<file path="src/rtl/txf_pkg.sv">
package txf_pkg;
  localparam int TXF_MAX_LEN   = 125;
  localparam int TXF_LEN_W     = $clog2(TXF_MAX_LEN + 1);
  localparam int TXF_WORD_W    = 16;
  localparam int TXF_BUF_WORDS = (TXF_MAX_LEN + 1) / 2;
  localparam int TXF_ADDR_W    = $clog2(TXF_BUF_WORDS);
  localparam logic [15:0] TXF_CRC_MASK = 16'h8408;

  typedef enum logic [2:0] {
    PH_IDLE,
    PH_PRE,
    PH_SFD,
    PH_LEN,
    PH_PAY,
    PH_FCS0,
    PH_FCS1
  } txf_phase_e;
endpackage

</file>
<file path="src/rtl/txf_pktbuf.sv">
module txf_pktbuf
  import txf_pkg::*;
(
  input  logic                  clk,
  input  logic                  wr_en_i,
  input  logic [TXF_ADDR_W-1:0] wr_addr_i,
  input  logic [TXF_WORD_W-1:0] wr_data_i,
  input  logic [TXF_ADDR_W-1:0] rd_addr_i,
  output logic [TXF_WORD_W-1:0] rd_data_o
);
  localparam logic [TXF_ADDR_W-1:0] LAST_ADDR = TXF_ADDR_W'(TXF_BUF_WORDS - 1);

  logic [TXF_WORD_W-1:0] mem_q [TXF_BUF_WORDS];
  logic                  wr_hit;

  assign wr_hit = wr_en_i && (wr_addr_i <= LAST_ADDR);

  always_ff @(posedge clk) begin
    if (wr_hit) begin
      mem_q[wr_addr_i] <= wr_data_i;
    end
  end

  always_comb begin
    if (rd_addr_i <= LAST_ADDR) rd_data_o = mem_q[rd_addr_i];
    else                        rd_data_o = '0;
  end
endmodule

</file>
<file path="src/rtl/txf_hold.sv">
module txf_hold
  import txf_pkg::*;
(
  input  logic                  clk,
  input  logic                  rst_n,
  input  logic                  need_i,
  input  logic                  consume_i,
  input  logic                  wr_valid_i,
  input  logic [TXF_WORD_W-1:0] wr_data_i,
  output logic                  ready_o,
  output logic                  load_o,
  output logic                  full_o,
  output logic [TXF_WORD_W-1:0] word_o
);
  logic                  full_q, full_d;
  logic [TXF_WORD_W-1:0] word_q;

  assign ready_o = need_i && (!full_q || consume_i);
  assign load_o  = ready_o && wr_valid_i;

  always_comb begin
    full_d = full_q;
    if (load_o)         full_d = 1'b1;
    else if (consume_i) full_d = 1'b0;
  end

  always_ff @(posedge clk or negedge rst_n) begin
    if (!rst_n) full_q <= 1'b0;
    else        full_q <= full_d;
  end

  always_ff @(posedge clk) begin
    if (load_o) word_q <= wr_data_i;
  end

  assign full_o = full_q;
  assign word_o = word_q;
endmodule

</file>
<file path="src/rtl/txf_crc16.sv">
module txf_crc16
  import txf_pkg::*;
(
  input  logic        clk,
  input  logic        rst_n,
  input  logic        clr_i,
  input  logic        upd_i,
  input  logic [7:0]  byte_i,
  output logic [15:0] crc_o
);
  logic [15:0] crc_q, crc_d, crc_step;

  always_comb begin
    crc_step = crc_q;
    for (int b = 0; b < 8; b++) begin
      if (crc_step[0] ^ byte_i[b]) crc_step = (crc_step >> 1) ^ TXF_CRC_MASK;
      else                         crc_step = crc_step >> 1;
    end
  end

  always_comb begin
    crc_d = crc_q;
    if (clr_i)      crc_d = '0;
    else if (upd_i) crc_d = crc_step;
  end

  always_ff @(posedge clk or negedge rst_n) begin
    if (!rst_n) crc_q <= '0;
    else        crc_q <= crc_d;
  end

  assign crc_o = crc_q;
endmodule

</file>
<file path="src/rtl/txf_ctrl.sv">
module txf_ctrl
  import txf_pkg::*;
#(
  parameter int PRE_BYTES = 4
) (
  input  logic                 clk,
  input  logic                 rst_n,
  input  logic                 start_i,
  input  logic [TXF_LEN_W-1:0] start_len_i,
  input  logic                 start_stream_i,
  input  logic                 out_ready_i,
  input  logic                 hold_full_i,
  input  logic                 word_in_i,
  output txf_phase_e           phase_o,
  output logic                 out_valid_o,
  output logic [TXF_LEN_W-1:0] bidx_o,
  output logic [TXF_LEN_W-1:0] len_o,
  output logic                 strm_o,
  output logic                 crc_clr_o,
  output logic                 crc_upd_o,
  output logic                 consume_o,
  output logic                 need_word_o,
  output logic                 done_o,
  output logic                 err_o,
  output logic                 und_o
);
  localparam int PRE_W = (PRE_BYTES > 1) ? $clog2(PRE_BYTES) : 1;
  localparam logic [PRE_W-1:0]     PRE_LAST = PRE_W'(PRE_BYTES - 1);
  localparam logic [TXF_LEN_W-1:0] LEN_MAX  = TXF_LEN_W'(TXF_MAX_LEN);

  txf_phase_e           st_q, st_d;
  logic [PRE_W-1:0]     pre_q, pre_d;
  logic [TXF_LEN_W-1:0] bidx_q, bidx_d;
  logic [TXF_LEN_W-1:0] len_q, len_d;
  logic [TXF_LEN_W-1:0] wleft_q, wleft_d;
  logic                 strm_q, strm_d;
  logic                 done_q, done_d, err_q, err_d, und_q, und_d;

  logic                 len_legal, start_ok, start_bad;
  logic                 fire, last_pay, underrun_now;
  logic [TXF_LEN_W:0]   len_plus1;

  assign len_legal    = (start_len_i != '0) && (start_len_i <= LEN_MAX);
  assign start_ok     = (st_q == PH_IDLE) && start_i && len_legal;
  assign start_bad    = (st_q == PH_IDLE) && start_i && !len_legal;
  assign len_plus1    = {1'b0, start_len_i} + (TXF_LEN_W+1)'(1);

  assign out_valid_o  = (st_q != PH_IDLE) && !((st_q == PH_PAY) && strm_q && !hold_full_i);
  assign fire         = out_valid_o && out_ready_i;
  assign last_pay     = (bidx_q == (len_q - TXF_LEN_W'(1)));
  assign underrun_now = (st_q == PH_PAY) && strm_q && !hold_full_i && !word_in_i;

  assign crc_clr_o    = start_ok;
  assign crc_upd_o    = fire && (st_q == PH_PAY);
  assign consume_o    = fire && (st_q == PH_PAY) && strm_q && (bidx_q[0] || last_pay);
  assign need_word_o  = (st_q != PH_IDLE) && strm_q && (wleft_q != '0);

  always_comb begin
    st_d    = st_q;
    pre_d   = pre_q;
    bidx_d  = bidx_q;
    len_d   = len_q;
    strm_d  = strm_q;
    wleft_d = wleft_q;
    done_d  = 1'b0;
    err_d   = start_bad;
    und_d   = 1'b0;

    if (word_in_i && (wleft_q != '0)) wleft_d = wleft_q - TXF_LEN_W'(1);

    case (st_q)
      PH_IDLE: begin
        if (start_ok) begin
          st_d    = PH_PRE;
          pre_d   = '0;
          bidx_d  = '0;
          len_d   = start_len_i;
          strm_d  = start_stream_i;
          wleft_d = start_stream_i ? len_plus1[TXF_LEN_W:1] : '0;
        end
      end
      PH_PRE: begin
        if (fire) begin
          if (pre_q == PRE_LAST) st_d = PH_SFD;
          else                   pre_d = pre_q + PRE_W'(1);
        end
      end
      PH_SFD:  if (fire) st_d = PH_LEN;
      PH_LEN:  if (fire) st_d = PH_PAY;
      PH_PAY: begin
        if (underrun_now) begin
          st_d    = PH_IDLE;
          und_d   = 1'b1;
          wleft_d = '0;
        end else if (fire) begin
          if (last_pay) st_d = PH_FCS0;
          else          bidx_d = bidx_q + TXF_LEN_W'(1);
        end
      end
      PH_FCS0: if (fire) st_d = PH_FCS1;
      PH_FCS1: begin
        if (fire) begin
          st_d   = PH_IDLE;
          done_d = 1'b1;
        end
      end
      default: st_d = PH_IDLE;
    endcase
  end

  always_ff @(posedge clk or negedge rst_n) begin
    if (!rst_n) begin
      st_q    <= PH_IDLE;
      pre_q   <= '0;
      bidx_q  <= '0;
      len_q   <= '0;
      strm_q  <= 1'b0;
      wleft_q <= '0;
      done_q  <= 1'b0;
      err_q   <= 1'b0;
      und_q   <= 1'b0;
    end else begin
      st_q    <= st_d;
      pre_q   <= pre_d;
      bidx_q  <= bidx_d;
      len_q   <= len_d;
      strm_q  <= strm_d;
      wleft_q <= wleft_d;
      done_q  <= done_d;
      err_q   <= err_d;
      und_q   <= und_d;
    end
  end

  assign phase_o = st_q;
  assign bidx_o  = bidx_q;
  assign len_o   = len_q;
  assign strm_o  = strm_q;
  assign done_o  = done_q;
  assign err_o   = err_q;
  assign und_o   = und_q;
endmodule

</file>
<file path="src/rtl/txf_assembler.sv">
module txf_assembler
  import txf_pkg::*;
#(
  parameter int         PRE_BYTES = 4,
  parameter logic [7:0] PRE_BYTE  = 8'h00,
  parameter logic [7:0] SFD_BYTE  = 8'hA7
) (
  input  logic                  clk,
  input  logic                  rst_n,
  input  logic                  start_i,
  input  logic [TXF_LEN_W-1:0]  start_len_i,
  input  logic                  start_stream_i,
  input  logic                  wr_valid_i,
  input  logic [TXF_ADDR_W-1:0] wr_addr_i,
  input  logic [TXF_WORD_W-1:0] wr_data_i,
  output logic                  wr_ready_o,
  output logic                  out_valid_o,
  output logic [7:0]            out_data_o,
  input  logic                  out_ready_i,
  output logic                  done_o,
  output logic                  len_err_o,
  output logic                  underrun_o
);
  txf_phase_e            phase;
  logic [TXF_LEN_W-1:0]  bidx, len;
  logic                  strm, crc_clr, crc_upd, consume, need_word;
  logic                  hold_ready, hold_load, hold_full;
  logic [TXF_WORD_W-1:0] hold_word, buf_word, src_word;
  logic [15:0]           crc;
  logic                  idle, buf_wr;
  logic [7:0]            pay_byte;

  assign idle   = (phase == PH_IDLE);
  assign buf_wr = idle && wr_valid_i;

  txf_ctrl #(.PRE_BYTES(PRE_BYTES)) u_ctrl (
    .clk            (clk),
    .rst_n          (rst_n),
    .start_i        (start_i),
    .start_len_i    (start_len_i),
    .start_stream_i (start_stream_i),
    .out_ready_i    (out_ready_i),
    .hold_full_i    (hold_full),
    .word_in_i      (hold_load),
    .phase_o        (phase),
    .out_valid_o    (out_valid_o),
    .bidx_o         (bidx),
    .len_o          (len),
    .strm_o         (strm),
    .crc_clr_o      (crc_clr),
    .crc_upd_o      (crc_upd),
    .consume_o      (consume),
    .need_word_o    (need_word),
    .done_o         (done_o),
    .err_o          (len_err_o),
    .und_o          (underrun_o)
  );

  txf_pktbuf u_buf (
    .clk       (clk),
    .wr_en_i   (buf_wr),
    .wr_addr_i (wr_addr_i),
    .wr_data_i (wr_data_i),
    .rd_addr_i (bidx[TXF_LEN_W-1:1]),
    .rd_data_o (buf_word)
  );

  txf_hold u_hold (
    .clk        (clk),
    .rst_n      (rst_n),
    .need_i     (need_word),
    .consume_i  (consume),
    .wr_valid_i (wr_valid_i),
    .wr_data_i  (wr_data_i),
    .ready_o    (hold_ready),
    .load_o     (hold_load),
    .full_o     (hold_full),
    .word_o     (hold_word)
  );

  txf_crc16 u_crc (
    .clk    (clk),
    .rst_n  (rst_n),
    .clr_i  (crc_clr),
    .upd_i  (crc_upd),
    .byte_i (out_data_o),
    .crc_o  (crc)
  );

  assign wr_ready_o = idle || hold_ready;
  assign src_word   = strm ? hold_word : buf_word;
  assign pay_byte   = bidx[0] ? src_word[15:8] : src_word[7:0];

  always_comb begin
    case (phase)
      PH_PRE:  out_data_o = PRE_BYTE;
      PH_SFD:  out_data_o = SFD_BYTE;
      PH_LEN:  out_data_o = 8'(len) + 8'd2;
      PH_PAY:  out_data_o = pay_byte;
      PH_FCS0: out_data_o = crc[7:0];
      PH_FCS1: out_data_o = crc[15:8];
      default: out_data_o = 8'h00;
    endcase
  end
endmodule

</file>
<file path="config.mk">
export PLATFORM = sky130hd
export DESIGN_NAME = txf_assembler
export DESIGN_NICKNAME = d
export VERILOG_FILES = /design/src/rtl/txf_pkg.sv /design/src/rtl/txf_pktbuf.sv /design/src/rtl/txf_hold.sv /design/src/rtl/txf_crc16.sv /design/src/rtl/txf_ctrl.sv /design/src/rtl/txf_assembler.sv
export SDC_FILE = /design/constraint.sdc
export NUM_CORES = 1
export LEC_CHECK = 0
export BUFFER_PORTS_ARGS = -buffer_cell sky130_fd_sc_hd__buf_2
export CAP_MARGIN = 10
export CORE_MARGIN = 5
export CORE_UTILIZATION = 25
export CTS_CLUSTER_DIAMETER = 60
export DETAILED_ROUTE_END_ITERATION = 12
export PLACE_DENSITY = 0.35
export SYNTH_ARGS = -nofsm -noshare
export SYNTH_HDL_FRONTEND = slang
export SYNTH_SLANG_ARGS = --single-unit
</file>
<file path="constraint.sdc">
create_clock -name clk -period 6.2 [get_ports clk]
set_clock_uncertainty 0.1 [all_clocks]
set_input_delay 0.93 -clock clk [delete_from_list [all_inputs] [get_ports clk]]
set_output_delay 0.93 -clock clk [all_outputs]
set_load 0.01 [all_outputs]
</file>
== Yosys cells after proc, flatten, opt, wreduce, memory -nomap -nowiden ==
Memories as Yosys holds them, arrays and structs flattened.
Index checks and enable logic that the tools add are counted.
Cells by class
  add/subtract/negate cells: 6
  order comparisons: 3
  eq/ne operators: 21
  mux-type cells: 47
  bitwise logic cells: 16
  reduce and logical (&&, ||, !) cells: 38
Operators with widths (count)
  two-way mux 16 bit: 12
  two-way mux 7 bit: 8
  case mux 8 bit (5 select lines): 1
  two-way mux 3 bit: 10
  case mux 7 bit (2 select lines): 2
  NOT 2 -> 3 bit: 8
  case mux 3 bit (7 select lines): 1
  logical AND 1 bit: 19
  != test 2 x 1 -> 1 bit (second input constant): 7
  nonzero test 7 bit: 2
  subtractor 7 x 1 -> 7 bit (second input constant): 2
  <= comparator 6 bit (second input constant): 2
  == test 3 bit (second input constant): 3
  AND reduction 9 bit: 1
  adder 7 x 1 -> 8 bit (second input constant): 1
  adder 7 x 2 -> 8 bit (second input constant): 1
  two-way mux 1 bit: 8
  two-way mux 8 bit: 1
  != test 2 bit (second input constant): 4
  nonzero test 2 bit: 4
  XOR 1 bit: 8
  adder 7 x 1 -> 7 bit (second input constant): 1
  == test 7 bit: 1
  <= comparator 7 bit (second input constant): 1
  other kinds (14): 23
Word-level totals
  flip-flop bits (word level): 63
  bits in writable memories: 1008
  input port bits: 35
  output and inout port bits: 13
  logic and storage cells: 144
  memories: 1
Memories
  u_buf.mem_q: words 63, bits a word 16, read ports 1, clocked after Yosys merged registers in 0, wr ports 1, line txf_pktbuf.sv:13  | logic [TXF_WORD_W-1:0] mem_q [TXF_BUF_WORDS];

== Logic depth before layout (Yosys ltp) ==
  depth after elaboration: 23
  mapped depth: 16
  mapped depth without buffers: 11

== By module ==
From an unflattened synthesis, not the netlist that was laid out.
Second synthesis, totals
  cell total of the unflattened synthesis: 2225
  area, all modules: 43140.1 um^2
Modules (own cells, without submodules)
  txf_pktbuf: instances 1, cells an instance 1826, area an instance 38957.4 um^2, sequential area each 30269.0 um^2
  txf_ctrl: instances 1, cells an instance 220, area an instance 1958.1 um^2, sequential area each 750.7 um^2
  txf_crc16: instances 1, cells an instance 79, area an instance 1048.5 um^2, sequential area each 400.4 um^2
  txf_assembler: instances 1, cells an instance 78, area an instance 626.9 um^2, sequential area each 0.0 um^2
  txf_hold: instances 1, cells an instance 22, area an instance 549.3 um^2, sequential area each 505.5 um^2

== Worst setup path before layout ==
No wires, ideal clock.
  path type: flip-flop to output port
  start point: register u_ctrl.bidx_q[1] (netlist: u_ctrl.bidx_o[1])
  end point: output out_data_o[6]
  arrival: 2693 ps
  required time: 5170 ps
  slack: 2477 ps
  cell stages (with the launch flop): 11
  buffers on the path: 4
  path through: dfrtp_1 > buf_6 > buf_12 > buf_6 > buf_2 > mux4_2 > mux4_2 > mux2i_1 > a311oi_1 > a31oi_2 > inv_1
Between the ends
  cells in the longest elaborated chain, start to end: 5
  elaborated cells on any way between the ends: 6
  those cells by class: order compare: 1; mux: 4; memory: 1
RTL lines
  start, declared: line txf_ctrl.sv:33  | logic [TXF_LEN_W-1:0] bidx_q, bidx_d;
  start signal, assigned: line txf_ctrl.sv:125  | bidx_q <= bidx_d;
  memory (63 x 16 bit) / <= comparator 6 bit (equally long branches)
  two-way mux 16 bit (*): line txf_pktbuf.sv:25  | if (rd_addr_i <= LAST_ADDR) rd_data_o = mem_q[rd_addr_i];
  two-way mux 16 bit (*): line txf_assembler.sv:91  | assign src_word = strm ? hold_word : buf_word;
  two-way mux 8 bit (*): line txf_assembler.sv:92  | assign pay_byte = bidx[0] ? src_word[15:8] : src_word[7:0];
  case mux 8 bit (5 select lines) (*): line txf_assembler.sv:95  | case (phase)
  end, declared: line txf_assembler.sv:18  | output logic [7:0] out_data_o,
Mark *: on every way between the ends. The rest lies on a longest branch, timed or not.

== Worst setup path after layout ==
  start point: register u_ctrl.bidx_q[2] (netlist: u_ctrl.bidx_o[2])
  end point: output out_data_o[3]
The elaborated chain is that of the path after synthesis.

==> reports/qor.yml <==
grt_max_degree: 73
start_kind: "flip-flop"
grt_overflow: 0
drv_cap: 1
synth_edf_count: 1024
syn_to_final_growth_pct: 18.1
die_x_um: 427
grtUsageTotal: 0.153
period_share: 0.974
crit_type: "reg -> out"
synth_most_common_cell: "edfxtp_1"
ys_ff_latch: 1071
nNetsFinal: 2460
gp_congestion: 0.790
cts_inserted_buffers: 134
totalWireLength_mm: 140
ff2ff_setup_slack_ns: 1.14
cp.arrival_ns: 5.01
synthTopCellsByArea: "edfxtp_1 (71%), mux4_2 (11%), dfrtp_1 (2.7%), mux4_1 (2.2%), mux2i_1 (2.0%)"
swShare: 0.285
rsz0062_at_grt: "no"
die_height_um: 427
dieArea_um2: 182000
ir_drop_uv: 286
clk-insertion-delay-late_ns: 0.77
synthesis.nets: 2275
critical_path.max_fanout: 72
cts_buffer_depth: 3
num_vias: 22700
drive_gt1_frac: 0.269
drtAntennaViolNets: 0
finalSetupViolations: 0
finalCriticalPeriod_ns: 6.04
core-area_um2: 173000
pwr-share-clk: 0.375
netlist_area_um2: 43500
synth_common_cells: "edfxtp_1 (1024), mux4_2 (207), nand2_1 (136)"
yosysWarnings: 0
max_slew_margin: 0.00989
synth_async_sr_flop_share: 0.0439
synthFlopType: "edfxtp_1"
grt_pass1_wl_mm: 193
hold_buffers: 0
cts_tree: "built"
run_status: "complete, but fails checks"
cp-end-kind: "primary output"
seq_power_share: 0.417
synth.largest_area_cell: "edfxtp_1"
synth_seq_area_share: 0.734
detailed_place_hpwl_mm: 82.4
cts.htree.levels: 4
syn_inst: 2230
p_leak_nw: 16.0
ioPinCount: 48
hold_viol_final: 0
slowest_delay_ns: 1.26
tightest_slew_ns: 1.48
drt_iter0_markers: 2031
finalSetupTns_ns: 0
timing.fmax_ghz: 0.166
start_util: 0.251
ctsResizeCount: 0
cp_data_required_time_ns: 5.17
yosys.cell_types.count: 88
dr.pass1.iters: 5
slowest_stage: "a311oi_1"
power_switching_mw: 5.66
failed_checks: "max-capacitance violations"
cp_cell_sequence: "buf_12 > mux4_2 > mux2_2 > nand2_1 > a311oi_1 > nor3_1 > a221oi_2 > buf_2"
drc: 0
hold_path.class: "in -> async"
syn_avg_cell_area_um2: 19.5
grt_pass1_vias: 23600
cts.sinks: 1071
p_int_mw: 14.2
hold_slack_ns: 0.174
vias_per_cell: 4.67
drv_slew: 0
power_density_nw_per_um2: 387
path_clk_slew_ns: 0.06
grt_antenna_before_repair: 14
critPathLaunch: "u_ctrl.bidx_o[2]"
comb_power_share: 0.208
timing.rr.start: "u_ctrl.bidx_o[2]"
portBuffers: 47
wire_per_inst_um: 28.9
netlist.area_leader.share: 0.707
root_buffer: "clkbuf_16"
rows: 153
## final cells by class
| type | count | area [um2] |
|---|---|---|
| Timing Repair Buffer | 167 | 1260 |
| Sequential cell | 1071 | 31900 |
| Multi-Input combinational cell | 1012 | 10900 |
| Clock inverter | 77 | 732 |
| Clock buffer | 164 | 3490 |
| Inverter | 29 | 111 |
| Fill cell | 17000 | 122000 |
| Tap cell | 2325 | 2910 |
| Antenna cell | 10 | 25.0 |
## worst max-delay path: cells and delay by family, from the launching register on
family	cells	cell delay [ns]
compound gates	2	1.77
buf+inv	2	0.62
flops	1	0.88
mux	2	0.46
simple gates	2	0.34
## final timing paths
| path | to | depth (start not counted) |
|---|---|---|
| min in group clk | u_ctrl.done_o | 2 |
| setup reg to reg | u_crc.crc_o[10] | 10 |
| hold / removal | u_crc.crc_o[2] | 2 |
| hold reg to reg | u_hold.full_o | 2 |
| max in group asynchronous | u_ctrl.bidx_o[3] | 2 |
| setup / recovery | out_data_o[3] | 8 |
## state kept, by name, summed over array words and instances (netlist names)
register / cells
u_buf.mem_q: 1008
u_crc.crc_o: 16
u_ctrl.bidx_o: 7
u_ctrl.done_o: 1
u_ctrl.err_o: 1
u_ctrl.len_o: 7
u_ctrl.phase_o: 3
u_ctrl.pre_q: 2
u_ctrl.strm_o: 1
u_ctrl.und_o: 1
u_ctrl.wleft_q: 7
u_hold.full_o: 1
u_hold.word_o: 16
## power by group through the flow
stage	registers [mW]	clock network [mW]	logic, mW
after CTS	8.32	7.70	4.18
after floorplan	8.31	0	2.99
after detailed placement	8.46	0	4.16
after global routing	8.31	8.01	4.45
final	8.29	7.46	4.14
after global placement	8.46	0	4.15
## cells by family after synthesis
kind of cell,after synthesis,share of synthesized area
flops,1071,0.734
simple gates,369,0.0385
mux,360,0.157
compound gates,227,0.0365
buf+inv,147,0.0206
xor+xnor,46,0.0107
fa+ha+maj,10,0.00288
## placed cells by master (no fill, tap or decap), drive strengths merged, types with 26 or more instances in the layout
| master | count |
|---|---|
| mux2i | 89 |
| nand3 | 26 |
| mux2 | 28 |
| o21ai | 47 |
| mux4 | 243 |
| clkbuf | 165 |
| dfrtp | 47 |
| xnor2 | 31 |
| o22ai | 30 |
| buf | 166 |
| clkinv | 60 |
| nor2 | 116 |
| a21oi | 32 |
| inv | 36 |
| edfxtp | 1024 |
| nand2 | 136 |
## layer usage
layer  share of wire  track usage
met1            0.43        0.201
met2            0.49        0.250
met3           0.060       0.0367
met4           0.027       0.0492
met5               0            0
## through the flow
stage / worst slack, ns / cell area, um2 / util / power (mW) / cells
after floorplan: 2.48 / 43500 / - / 11.3 / 2230
after global placement: 1.06 / 47100 / 0.271 / 12.6 / 4600
after detailed placement: 1.07 / 47100 / 0.271 / 12.6 / 4601
after CTS: 0.191 / 51300 / 0.296 / 20.2 / 4842
after global routing: 0.0972 / 51300 / 0.296 / 20.8 / 4849
final: 0.161 / 51400 / 0.296 / 19.9 / 4855
## what timing repair did
item	CTS	global route
endpoints found under the setup margin	0	1
endpoints found under the hold margin	0	0
buffers inserted	0	1
No activity file was read; power rests on OpenSTA's default activity.
